<file path="config.mk">
export PLATFORM = sky130hd
export DESIGN_NAME = cic_decimator
export DESIGN_NICKNAME = d
export VERILOG_FILES = /design/src/rtl/cic_pkg.sv /design/src/rtl/cic_integ_stage.sv /design/src/rtl/cic_comb_stage.sv /design/src/rtl/cic_decim_ctrl.sv /design/src/rtl/cic_decimator.sv
export SDC_FILE = /design/constraint.sdc
export NUM_CORES = 1
export LEC_CHECK = 0
export CORE_MARGIN = 2
export CORE_UTILIZATION = 60
export CTS_CLUSTER_DIAMETER = 100
export CTS_CLUSTER_SIZE = 16
export DETAILED_ROUTE_END_ITERATION = 8
export PLACE_DENSITY = 0.79
export REMOVE_ABC_BUFFERS = 1
export SLEW_MARGIN = 20
export SYNTH_ARGS = -nofsm -noshare
export SYNTH_HDL_FRONTEND = slang
export SYNTH_SLANG_ARGS = --single-unit
export TNS_END_PERCENT = 30
</file>
<file path="constraint.sdc">
create_clock -name clk -period 8.95 [get_ports clk]
set_input_delay 2.2375 -clock clk [delete_from_list [all_inputs] [get_ports clk]]
set_output_delay 2.2375 -clock clk [all_outputs]
set_load 0.01 [all_outputs]
</file>
<file path="src/rtl/cic_pkg.sv">
package cic_pkg;

    // Decimation phase of the controller.
    typedef enum logic [0:0] {
        PH_GATHER = 1'b0,
        PH_TAP    = 1'b1
    } phase_e;

endpackage

</file>
<file path="src/rtl/cic_integ_stage.sv">
module cic_integ_stage #(
    parameter int W = 12
) (
    input  logic         clk,
    input  logic         rst,
    input  logic         en,
    input  logic [W-1:0] din,
    output logic [W-1:0] sum_nxt
);

    logic [W-1:0] acc_q;

    // Running sum, allowed to wrap modulo 2^W.
    assign sum_nxt = acc_q + din;

    always_ff @(posedge clk) begin
        if (rst) begin
            acc_q <= '0;
        end else if (en) begin
            acc_q <= sum_nxt;
        end
    end

endmodule

</file>
<file path="src/rtl/cic_comb_stage.sv">
module cic_comb_stage #(
    parameter int W = 12
) (
    input  logic         clk,
    input  logic         rst,
    input  logic         en,
    input  logic [W-1:0] din,
    output logic [W-1:0] dout
);

    logic [W-1:0] dly_q;

    // First difference at the decimated rate.
    assign dout = din - dly_q;

    always_ff @(posedge clk) begin
        if (rst) begin
            dly_q <= '0;
        end else if (en) begin
            dly_q <= din;
        end
    end

endmodule

</file>
<file path="src/rtl/cic_decim_ctrl.sv">
module cic_decim_ctrl
    import cic_pkg::*;
#(
    parameter int L = 4
) (
    input  logic clk,
    input  logic rst,
    input  logic in_valid,
    output logic tap
);

    localparam int CW = $clog2(L) + 1;
    localparam logic [CW-1:0] LAST_GATHER = CW'(L - 2);

    phase_e        state_q, state_d;
    logic [CW-1:0] cnt_q, cnt_d;

    // State register
    always_ff @(posedge clk) begin
        if (rst) begin
            state_q <= PH_GATHER;
            cnt_q   <= '0;
        end else begin
            state_q <= state_d;
            cnt_q   <= cnt_d;
        end
    end

    // Next state
    always_comb begin
        state_d = state_q;
        cnt_d   = cnt_q;
        unique case (state_q)
            PH_GATHER: begin
                if (in_valid) begin
                    if (cnt_q == LAST_GATHER) begin
                        state_d = PH_TAP;      // GATHER_TO_TAP
                        cnt_d   = '0;
                    end else begin
                        cnt_d = cnt_q + 1'b1;
                    end
                end
            end
            PH_TAP: begin
                if (in_valid) begin
                    state_d = PH_GATHER;       // TAP_TO_GATHER
                end
            end
            default: begin
                state_d = PH_GATHER;
                cnt_d   = '0;
            end
        endcase
    end

    // Outputs
    always_comb begin
        tap = 1'b0;
        unique case (state_q)
            PH_GATHER: tap = 1'b0;
            PH_TAP:    tap = in_valid;
            default:   tap = 1'b0;
        endcase
    end

endmodule

</file>
<file path="src/rtl/cic_decimator.sv">
module cic_decimator #(
    parameter int W     = 12,
    parameter int L     = 4,
    parameter int D     = 6,
    parameter int ORDER = 3
) (
    input  logic         clk,
    input  logic         rst,
    input  logic         in_valid,
    input  logic [W-1:0] in_data,
    output logic         out_valid,
    output logic [W-1:0] out_data
);

    logic               tap;
    logic signed [W-1:0] x_scaled;
    logic [W-1:0]       integ_chain [0:ORDER];
    logic [W-1:0]       comb_chain  [0:ORDER];

    // Pre-scale: arithmetic shift, sign bits fill the top.
    assign x_scaled       = $signed(in_data) >>> D;
    assign integ_chain[0] = x_scaled;
    assign comb_chain[0]  = integ_chain[ORDER];

    cic_decim_ctrl #(.L(L)) u_ctrl (
        .clk      (clk),
        .rst      (rst),
        .in_valid (in_valid),
        .tap      (tap)
    );

    for (genvar i = 0; i < ORDER; i++) begin : g_integ
        cic_integ_stage #(.W(W)) u_integ (
            .clk     (clk),
            .rst     (rst),
            .en      (in_valid),
            .din     (integ_chain[i]),
            .sum_nxt (integ_chain[i+1])
        );
    end

    for (genvar i = 0; i < ORDER; i++) begin : g_comb
        cic_comb_stage #(.W(W)) u_comb (
            .clk  (clk),
            .rst  (rst),
            .en   (tap),
            .din  (comb_chain[i]),
            .dout (comb_chain[i+1])
        );
    end

    always_ff @(posedge clk) begin
        if (rst) begin
            out_valid <= 1'b0;
            out_data  <= '0;
        end else begin
            out_valid <= tap;
            if (tap) begin
                out_data <= comb_chain[ORDER];
            end
        end
    end

endmodule

</file>
### Yosys cells after proc, flatten, opt, wreduce, memory -nomap -nowiden

Cells that the tools add are included.

* equal/unequal tests: 1
* mux-type cells: 6
* reduce and logical (&&, ||, !) cells: 1
* add/sub/neg operators: 7
* bitwise operators: 1

Operators with widths (count)
* 12-bit adder: 3
* 12-bit subtractor: 3
* 1-bit case mux with 2 select lines: 2
* 3-bit by 1-bit adder with 3-bit output (second input constant): 1
* 3-bit by 2-bit equality test with 1-bit output (second input constant): 1
* 1-bit 2-to-1 mux: 3
* 3-bit 2-to-1 mux: 1
* 2-bit AND reduction: 1
* 1-bit inverter: 1

* flip-flop bits (word level): 89
* output and inout port bits: 13
* logic and storage cells: 26

### Logic depth before layout (Yosys ltp)

Gate-level depths: netlist of run 1.

* depth after elaboration: 6
* mapped depth: 34
* mapped depth without buffers: 34

### Cells and area by module

Synthesis of run 1 repeated with hierarchy kept, for this count alone.

* cell total of the unflattened synthesis: 777
* area total of the unflattened synthesis: 6742.7 µm²

Modules (own cells, without submodules)
* cic_comb_stage: times used 3, area an instance 959.7 µm², cells each 116
* cic_integ_stage (g_integ[0].u_integ ...): times used 2, area an instance 1079.8 µm², cells each 121
* cic_integ_stage (g_integ[2].u_integ): times used 1, area an instance 1044.8 µm², cells each 124
* cic_decimator: times used 1, area an instance 467.9 µm², cells each 41
* cic_decim_ctrl: times used 1, area an instance 191.4 µm², cells each 22

### Least setup slack after synthesis of run 1

Ideal clock, no wire load.

* path kind: input port to flip-flop
* start point: input port in_data[6]
* end point: register out_data[11]
* stages: 29
* setup slack: 0.554 ns
* arrival: 8.272 ns
* path buffers: 0
* required time: 8.825 ns
* setup time: 0.125 ns
* path through: ha_1 -> fa_1 -> inv_1 -> fa_1 -> nor2b_1 -> o21ai_0 -> a21boi_0 -> o21ai_0 -> a21boi_0 -> o21ai_0 -> a21boi_0 -> o21ai_0 -> nor2b_1 -> xnor2_1 -> ha_1 -> or3_1 -> and2_1 -> ha_1 -> or3_1 -> and2_1 -> ha_1 -> or3_1 -> and2_1 -> ha_1 -> a21oi_1 -> a21oi_1 -> xor2_1 -> xnor2_1 -> o21ai_1

RTL lines
* start: declaration: RTL line cic_decimator.sv:10 `input logic [W-1:0] in_data,`
* end signal: assignment: RTL line cic_decimator.sv:59 `out_data <= comb_chain[ORDER];`
* end: declaration: RTL line cic_decimator.sv:12 `output logic [W-1:0] out_data`

==> results of run 1 <==
-- worst max-delay path: cells and delay by family --
| kind | cells | cell delay [ns] |
|---|---|---|
| AOI/OAI and AO/OA | 12 | 1.68 |
| xor gates and xnor gates | 3 | 0.52 |
| adders and majority gates | 7 | 2.17 |
| buffers and inverters | 2 | 0.62 |
| and+or+nand+nor | 6 | 1.56 |
-- metrics by stage --
stage,cell area [sq um],util (%)
6_report,6740,69.9
2_1_floorplan,5790,-
3_5_place_dp,6450,66.9
3_3_place_gp,6450,66.9
4_1_cts,6660,69.1
5_1_grt,6740,69.9
-- cell families after synthesis --
family                     count (synthesis)
buffers and inverters                     88
DFF                                       89
AOI/OAI and AO/OA                        169
and+or+nand+nor                          189
xor gates and xnor gates                  47
muxes                                     29
adders and majority gates                 75
-- flip-flops by register name, indices dropped and copies added, names as in the netlist --
register,count
g_comb.u_comb.dly_q,36
g_integ.u_integ.acc_q,36
out_data,12
u_ctrl.cnt_q,3
out_valid,1
u_ctrl.state_q,1
-- cell type report --
| cell class | instances | share of cell area, % |
|---|---|---|
| Multi-Input combinational cell | 509 | 56.8 |
| Sequential cell | 89 | 26.4 |
| Timing Repair Buffer | 60 | 7.32 |
| Inverter | 68 | 3.79 |
| Tap cell | 133 | 2.47 |
| Clock buffer | 12 | 2.45 |
| Clock inverter | 3 | 0.706 |
-- layer usage --
layer  routed length (microns)  global-route usage, %  up-vias
met4                       124                   8.10        0
met5                         0                      0        -
met1                      5020                   25.9     2270
li1                          -                      -     2481
met3                       168                   2.98       12
met2                      5880                   44.6       44
-- repair_timing --
action | CTS | global route
gates resized for setup | 0 | 32
setup endpoints to repair | 0 | 3
buffers inserted | 0 | 1
-- worst max-delay path by stage --
stage / from / cells after the start / end
after floorplan: in_data[6] / 29 / out_data[11]
after global placement: in_data[6] / 30 / out_data[11]
after detailed placement: in_data[6] / 32 / out_data[11]
after CTS: in_data[6] / 32 / out_data[11]
after global routing: in_data[6] / 30 / out_data[11]
final: in_data[6] / 30 / out_data[11]
-- synthesized netlist by cell type (all sizes together) (7+ instances only) --
cell and count:
o21ai 52, o21a 9, nand3 7, mux2i 29
a21boi 13, xor2 9, inv 68, nor2 85
ha 69, dfxtp 89, a22o 25, nand2 39
a21oi 30, xnor2 36, a211oi 7, clkbuf 15
nor3 7, nor2b 16
==> key figures, run 1 <==
Yosys
  • Synthesized area: roughly 0.006 sq mm
  • Top FF cell, synth: dfxtp_1
  • Largest family of logic cells by synthesized area: compound AO/OA/AOI/OAI gates
  • Post-synthesis register bit count: 89
  • XOR/XNOR Fraction of Synth Area: under 10%
  • Yosys warning total: 0
  • Post-synth ARST share: 0%
  • Post-synth EDFFs: 0
  • Leading post-synthesis cells by cell area: dfxtp_1 (30%), ha_1 (15%), nor2_1 (5.4%)
  • Share of the synthesized area in the top cell type: 30.4%
  • Post-Synthesis Mean Instance Area: 8.54 sq um
  • Post-Synth Simple-Gate Area: between 10% and 20%
  • Distinct cells, synth: 57
  • Post-Synth Adder-Cell Area: about 17%
  • Post-synthesis sequential area ratio: a little under a third
  • Synth Area in Compound Gates: 19.5%
  • Post-synthesis mux area share: approximately 5.0%
  • Post-Syn Instances: approximately 690
  • Post-synth top area cell: dfxtp_1

STA
  • Worst clock skew: 0.0112 ns
  • Final period utilization: around 96%
  • Minimum clock period after layout: 8.59 ns
  • Hold slack final: roughly 0.45 ns
  • Final Hold Vio Count: 0
  • Fmax: 116 MHz
  • Slew headroom: approximately a third
  • Final max-slew violation count: 0
  • Setup violators final: 0
  • Setup_tns: 0 ns
  • Worst setup margin: about 0.36 ns
  • Worst Max-Slew Pin Slew: approximately 1 ns

Hold path
  • Hold Path Depth: 2
  • Hold WC Path Type: flop to flop
  • Hold EP: out_data[11]
  • Min-delay src: out_data[11]

Clocking
  • Clk buf depth: 2
  • Htree depth: 3
  • Cts bufs inserted: 9
  • CTS tree: built
  • CTS Sinks: approximately 90
  • Clk slew on worst S/H paths: 0.09 ns
  • Skew-Pair Late Insertion Delay: about 0.36 ns
  • CTS root buf: clkbuf_8
  • CTS Hold Bufs: 0

Setup path
  • Crit path capture type: flop
  • CP max FO: 3
  • Reg2reg end: out_data[11]
  • Crit path top cell by count: ha_1
  • CP arrival: roughly 9 ns
  • Crit-path max cell delay: between 0.4 and 0.5 ns
  • Reg2Reg Launch Point: g_integ[0].u_integ.acc_q[0]
  • Data required, critical path: slightly above 9 ns
  • Startpoint types: input pin
  • Reg2reg setup slack: between 2 and 2.5 ns
  • Worst r2r path cells: 29
  • Slowest cell on the critical path: clkdlybuf4s50_1
  • Setup CP Type: input pin to flop

Final layout
  • P&R area growth vs syn: 15.0%
  • Post-Layout Cell Count: between 800 and 900
  • # fillers: between 700 and 800
  • Commonest non-fill, non-tap cells in the layout: dfxtp_1 (89), nor2_1 (81), inv_1 (68), ha_1 (68)
  • Layout cells sized above 1: ~11%
  • Inserted Diodes: 0
  • Multi-input gate area: ~0.0038 sq mm
  • Nets: approximately 830
  • Sequential cell area: between 0.0015 and 0.002 sq mm
  • Most common cell after layout, fill and taps aside: dfxtp_1

GRT
  • GRT Residual Overflow: 0
  • First-pass GRT wire length: approximately 20000 microns
  • Vias in the first global route: 4908
  • GRT Total Usage: roughly 23%
  • Pin count of the biggest net entering global routing: 52
  • Initial antenna violation count: 0

Detailed routing
  • Via count: slightly below 5000
  • DR pass1 iterations: 4
  • DR WL/cell: ~13 microns
  • DR vias/cell: 5.50
  • WL final: 11200 microns
  • DRC: 0
  • Antenna Nets Post-Route: 0
  • Drt first-iter violations: approximately 120

Die
  • I/O pin cnt: 28
  • Core area: between 0.009 and 0.01 sq mm
  • Die Area: 0.0106 sq mm
  • DIE HEIGHT: between 100 and 150 microns
  • # rows: 36
  • DIE WIDTH: 103 microns
  • Initial Util: 60.8%

Placed design
  • Hpwl dp: just over 8000 microns
  • Routability Congestion: between 0.7 and 0.8
  • Worst slack, placed: -0.287 ns
  • IO Port Bufs: 21
  • DP Cell Count: 858

Run
  • MaxCap Viol Count: 0

Status
  • Status: completed
Power of run 1 is not shown: default switching activity piles up to over one toggle a cycle in this logic, so the estimate is an artifact.
==> run 2: changes to the inputs <==
Settings changed: CORE_UTILIZATION 60 to 61, CTS_CLUSTER_DIAMETER 100 to 30, PLACE_DENSITY 0.79 to 0.81.
==> run 2 against run 1 <==
Cell count shrank 0.57%; hold slack got worse by 0.00087 ns; maximum frequency is 0.19% lower; register-to-register slack worse by 0.03 ns; first-iteration DRC count unchanged; global-route usage is 0.36 points lower; highest routed layer unchanged; sequential cell count unchanged; via count down 1.5%; worst setup slack lost 0.017 ns; sequential share of layout area rose by 0.24 points; routed wire length decreased by 2.3%; utilization up 2.0 points.
==> key figures, run 2 (same netlist as run 1, synthesis figures left out) <==
STA
  • Fmax: 116 MHz
  • Slew headroom: about 34%
  • Worst clock skew: around 0.013 ns
  • Setup violators final: 0
  • Hold slack final: between 0.4 and 0.5 ns
  • Final Hold Vio Count: 0
  • Minimum clock period after layout: roughly 8.6 ns
  • Final period utilization: about 96%
  • Worst Max-Slew Pin Slew: 0.993 ns
  • Final max-slew violation count: 0

Clocking
  • Clk slew on worst S/H paths: roughly 0.10 ns
  • Clk buf depth: 2
  • CTS root buf: clkbuf_8
  • CTS tree: built
  • Cts bufs inserted: 9
  • Htree depth: 3
  • CTS Sinks: slightly below 90
  • Skew-Pair Late Insertion Delay: 0.36 ns
  • Post-CTS setup buffers: 0

GRT
  • First-pass GRT wire length: a little under 20000 microns
  • GRT Residual Overflow: 0
  • Vias in the first global route: between 4000 and 5000
  • Pin count of the biggest net entering global routing: 52
  • GRT Total Usage: 22.8%
  • Initial antenna violation count: 0

Hold path
  • Hold EP: out_data[11]
  • Hold WC Path Type: flop to flop
  • Hold Path Depth: 2
  • Min-delay src: out_data[11]

Placed design
  • IO Port Bufs: 21
  • Routability Congestion: 0.812
  • Hpwl dp: slightly above 8000 microns

Setup path
  • CP arrival: 8.85 ns
  • Data required, critical path: between 9 and 10 ns
  • Worst Setup SP: in_data[6]
  • Startpoint types: input pin
  • CP top delay family: adder cells
  • Reg2reg end: out_data[11]
  • Worst r2r path cells: 29
  • Crit path capture type: flop
  • Worst Path Buf+Inv: 2
  • Crit-path max cell delay: ~0.55 ns
  • Reg2reg setup slack: between 2 and 2.5 ns
  • Slowest cell on the critical path: fa_2
  • Crit path top cell by count: ha_1
  • Reg2Reg Launch Point: g_integ[0].u_integ.acc_q[0]
  • Setup CP Type: input pin to flop
  • CP max FO: 3

Final layout
  • Most common cell after layout, fill and taps aside: dfxtp_1
  • P&R area growth vs syn: 13.9%
  • # fillers: a little over 700
  • Commonest non-fill, non-tap cells in the layout: dfxtp_1 (89), nor2_1 (84), ha_1 (69), inv_1 (68), nand2_1 (39)
  • Inserted Diodes: 0
  • Nets: just over 800
  • Top flop regs: g_comb.u_comb.dly_q: 36 flops, g_integ.u_integ.acc_q: 36 flops, out_data: 12 flops
  • Layout cells sized above 1: roughly a tenth

Die
  • # rows: 35
  • DIE WIDTH: around 100 microns
  • Core area: slightly above 0.009 sq mm
  • Die Area: 0.0104 sq mm
  • DIE HEIGHT: slightly above 100 microns
  • Initial Util: between 60% and 70%
  • I/O pin cnt: 28

Detailed routing
  • DRC: 0
  • DR pass1 iterations: 4
  • DR vias/cell: ~5.4
  • Antenna Nets Post-Route: 0
  • DR WL/cell: about 13 microns
  • Via count: between 4000 and 5000
  • WL final: between 10000 and 15000 microns
  • Drt first-iter violations: about 120

Run
  • MaxCap Viol Count: 0

Status
  • Status: completed
==> run 2: area by class of cell <==
type / instances / area [sq um] / area share [%]
flip-flops and latches: 89 / 1780 / 26.7
clock inverters: 6 / 57.6 / 0.862
multi-input cells: 509 / 3810 / 57.0
inverters: 68 / 255 / 3.82
clock buffers: 10 / 138 / 2.06
well taps: 129 / 161 / 2.42
repair buffers: 58 / 478 / 7.16
==> run 2: worst reg2reg max path: cells and delay by family, from the launching register on <==
kind	cells	cell delay, ns
AND/OR/NAND/NOR	8	1.94
adder cells (fa/ha/maj)	7	2.40
XOR/XNOR	3	0.46
AO/OA/AOI/OAI	10	1.32
flip-flops	1	0.32
buffers and inverters	1	0.06
==> run 2: timing repair <==
item / in CTS / in global routing
endpoints found under the hold margin: 0 / 0
hold buffers: 0 / 0
gates resized for setup: 0 / 26
setup endpoints to repair: 0 / 3
==> run 2: per-layer routing <==
metal,vias up,share of wire [%],global-route usage (%)
met5,-,0,0
met4,0,0.98,7.49
met2,45,52,43.9
li1,2476,-,-
met1,2203,45,26.0
met3,10,2.0,2.39
==> run 2: worst max-delay path by stage <==
stage | slack [ns] | cells after the start | end
after floorplan | 0.56 | 29 | out_data[11]
after global placement | -0.15 | 30 | out_data[11]
after detailed placement | -0.32 | 30 | out_data[11]
after CTS | 0.04 | 30 | out_data[11]
after global routing | -0.004 | 30 | out_data[11]
final | 0.35 | 30 | out_data[11]
==> run 2: per-stage QoR <==
| stage | area (sq um) | setup WS, ns | instances | util (%) | setup TNS, ns |
|---|---|---|---|---|---|
| final | 6680 | 0.346 | 869 | 71.9 | 0 |
| after global routing | 6680 | -0.00420 | 869 | 71.9 | -0.00420 |
| after CTS | 6630 | 0.0402 | 869 | 71.4 | 0 |
| after detailed placement | 6440 | -0.319 | 853 | 69.3 | -0.357 |
| after global placement | 6440 | -0.153 | 853 | 69.3 | -0.153 |
| after floorplan | 5790 | 0.555 | 666 | - | 0 |
Power of run 2 is left out for the same reason.
==> run 3: changes to the inputs <==
Settings changed: GPL_ROUTABILITY_DRIVEN from default to 1.
==> results of run 3 <==
The final DEF is identical to that of run 2; final timing and power are the same.
Power of run 3 is left out for the same reason.
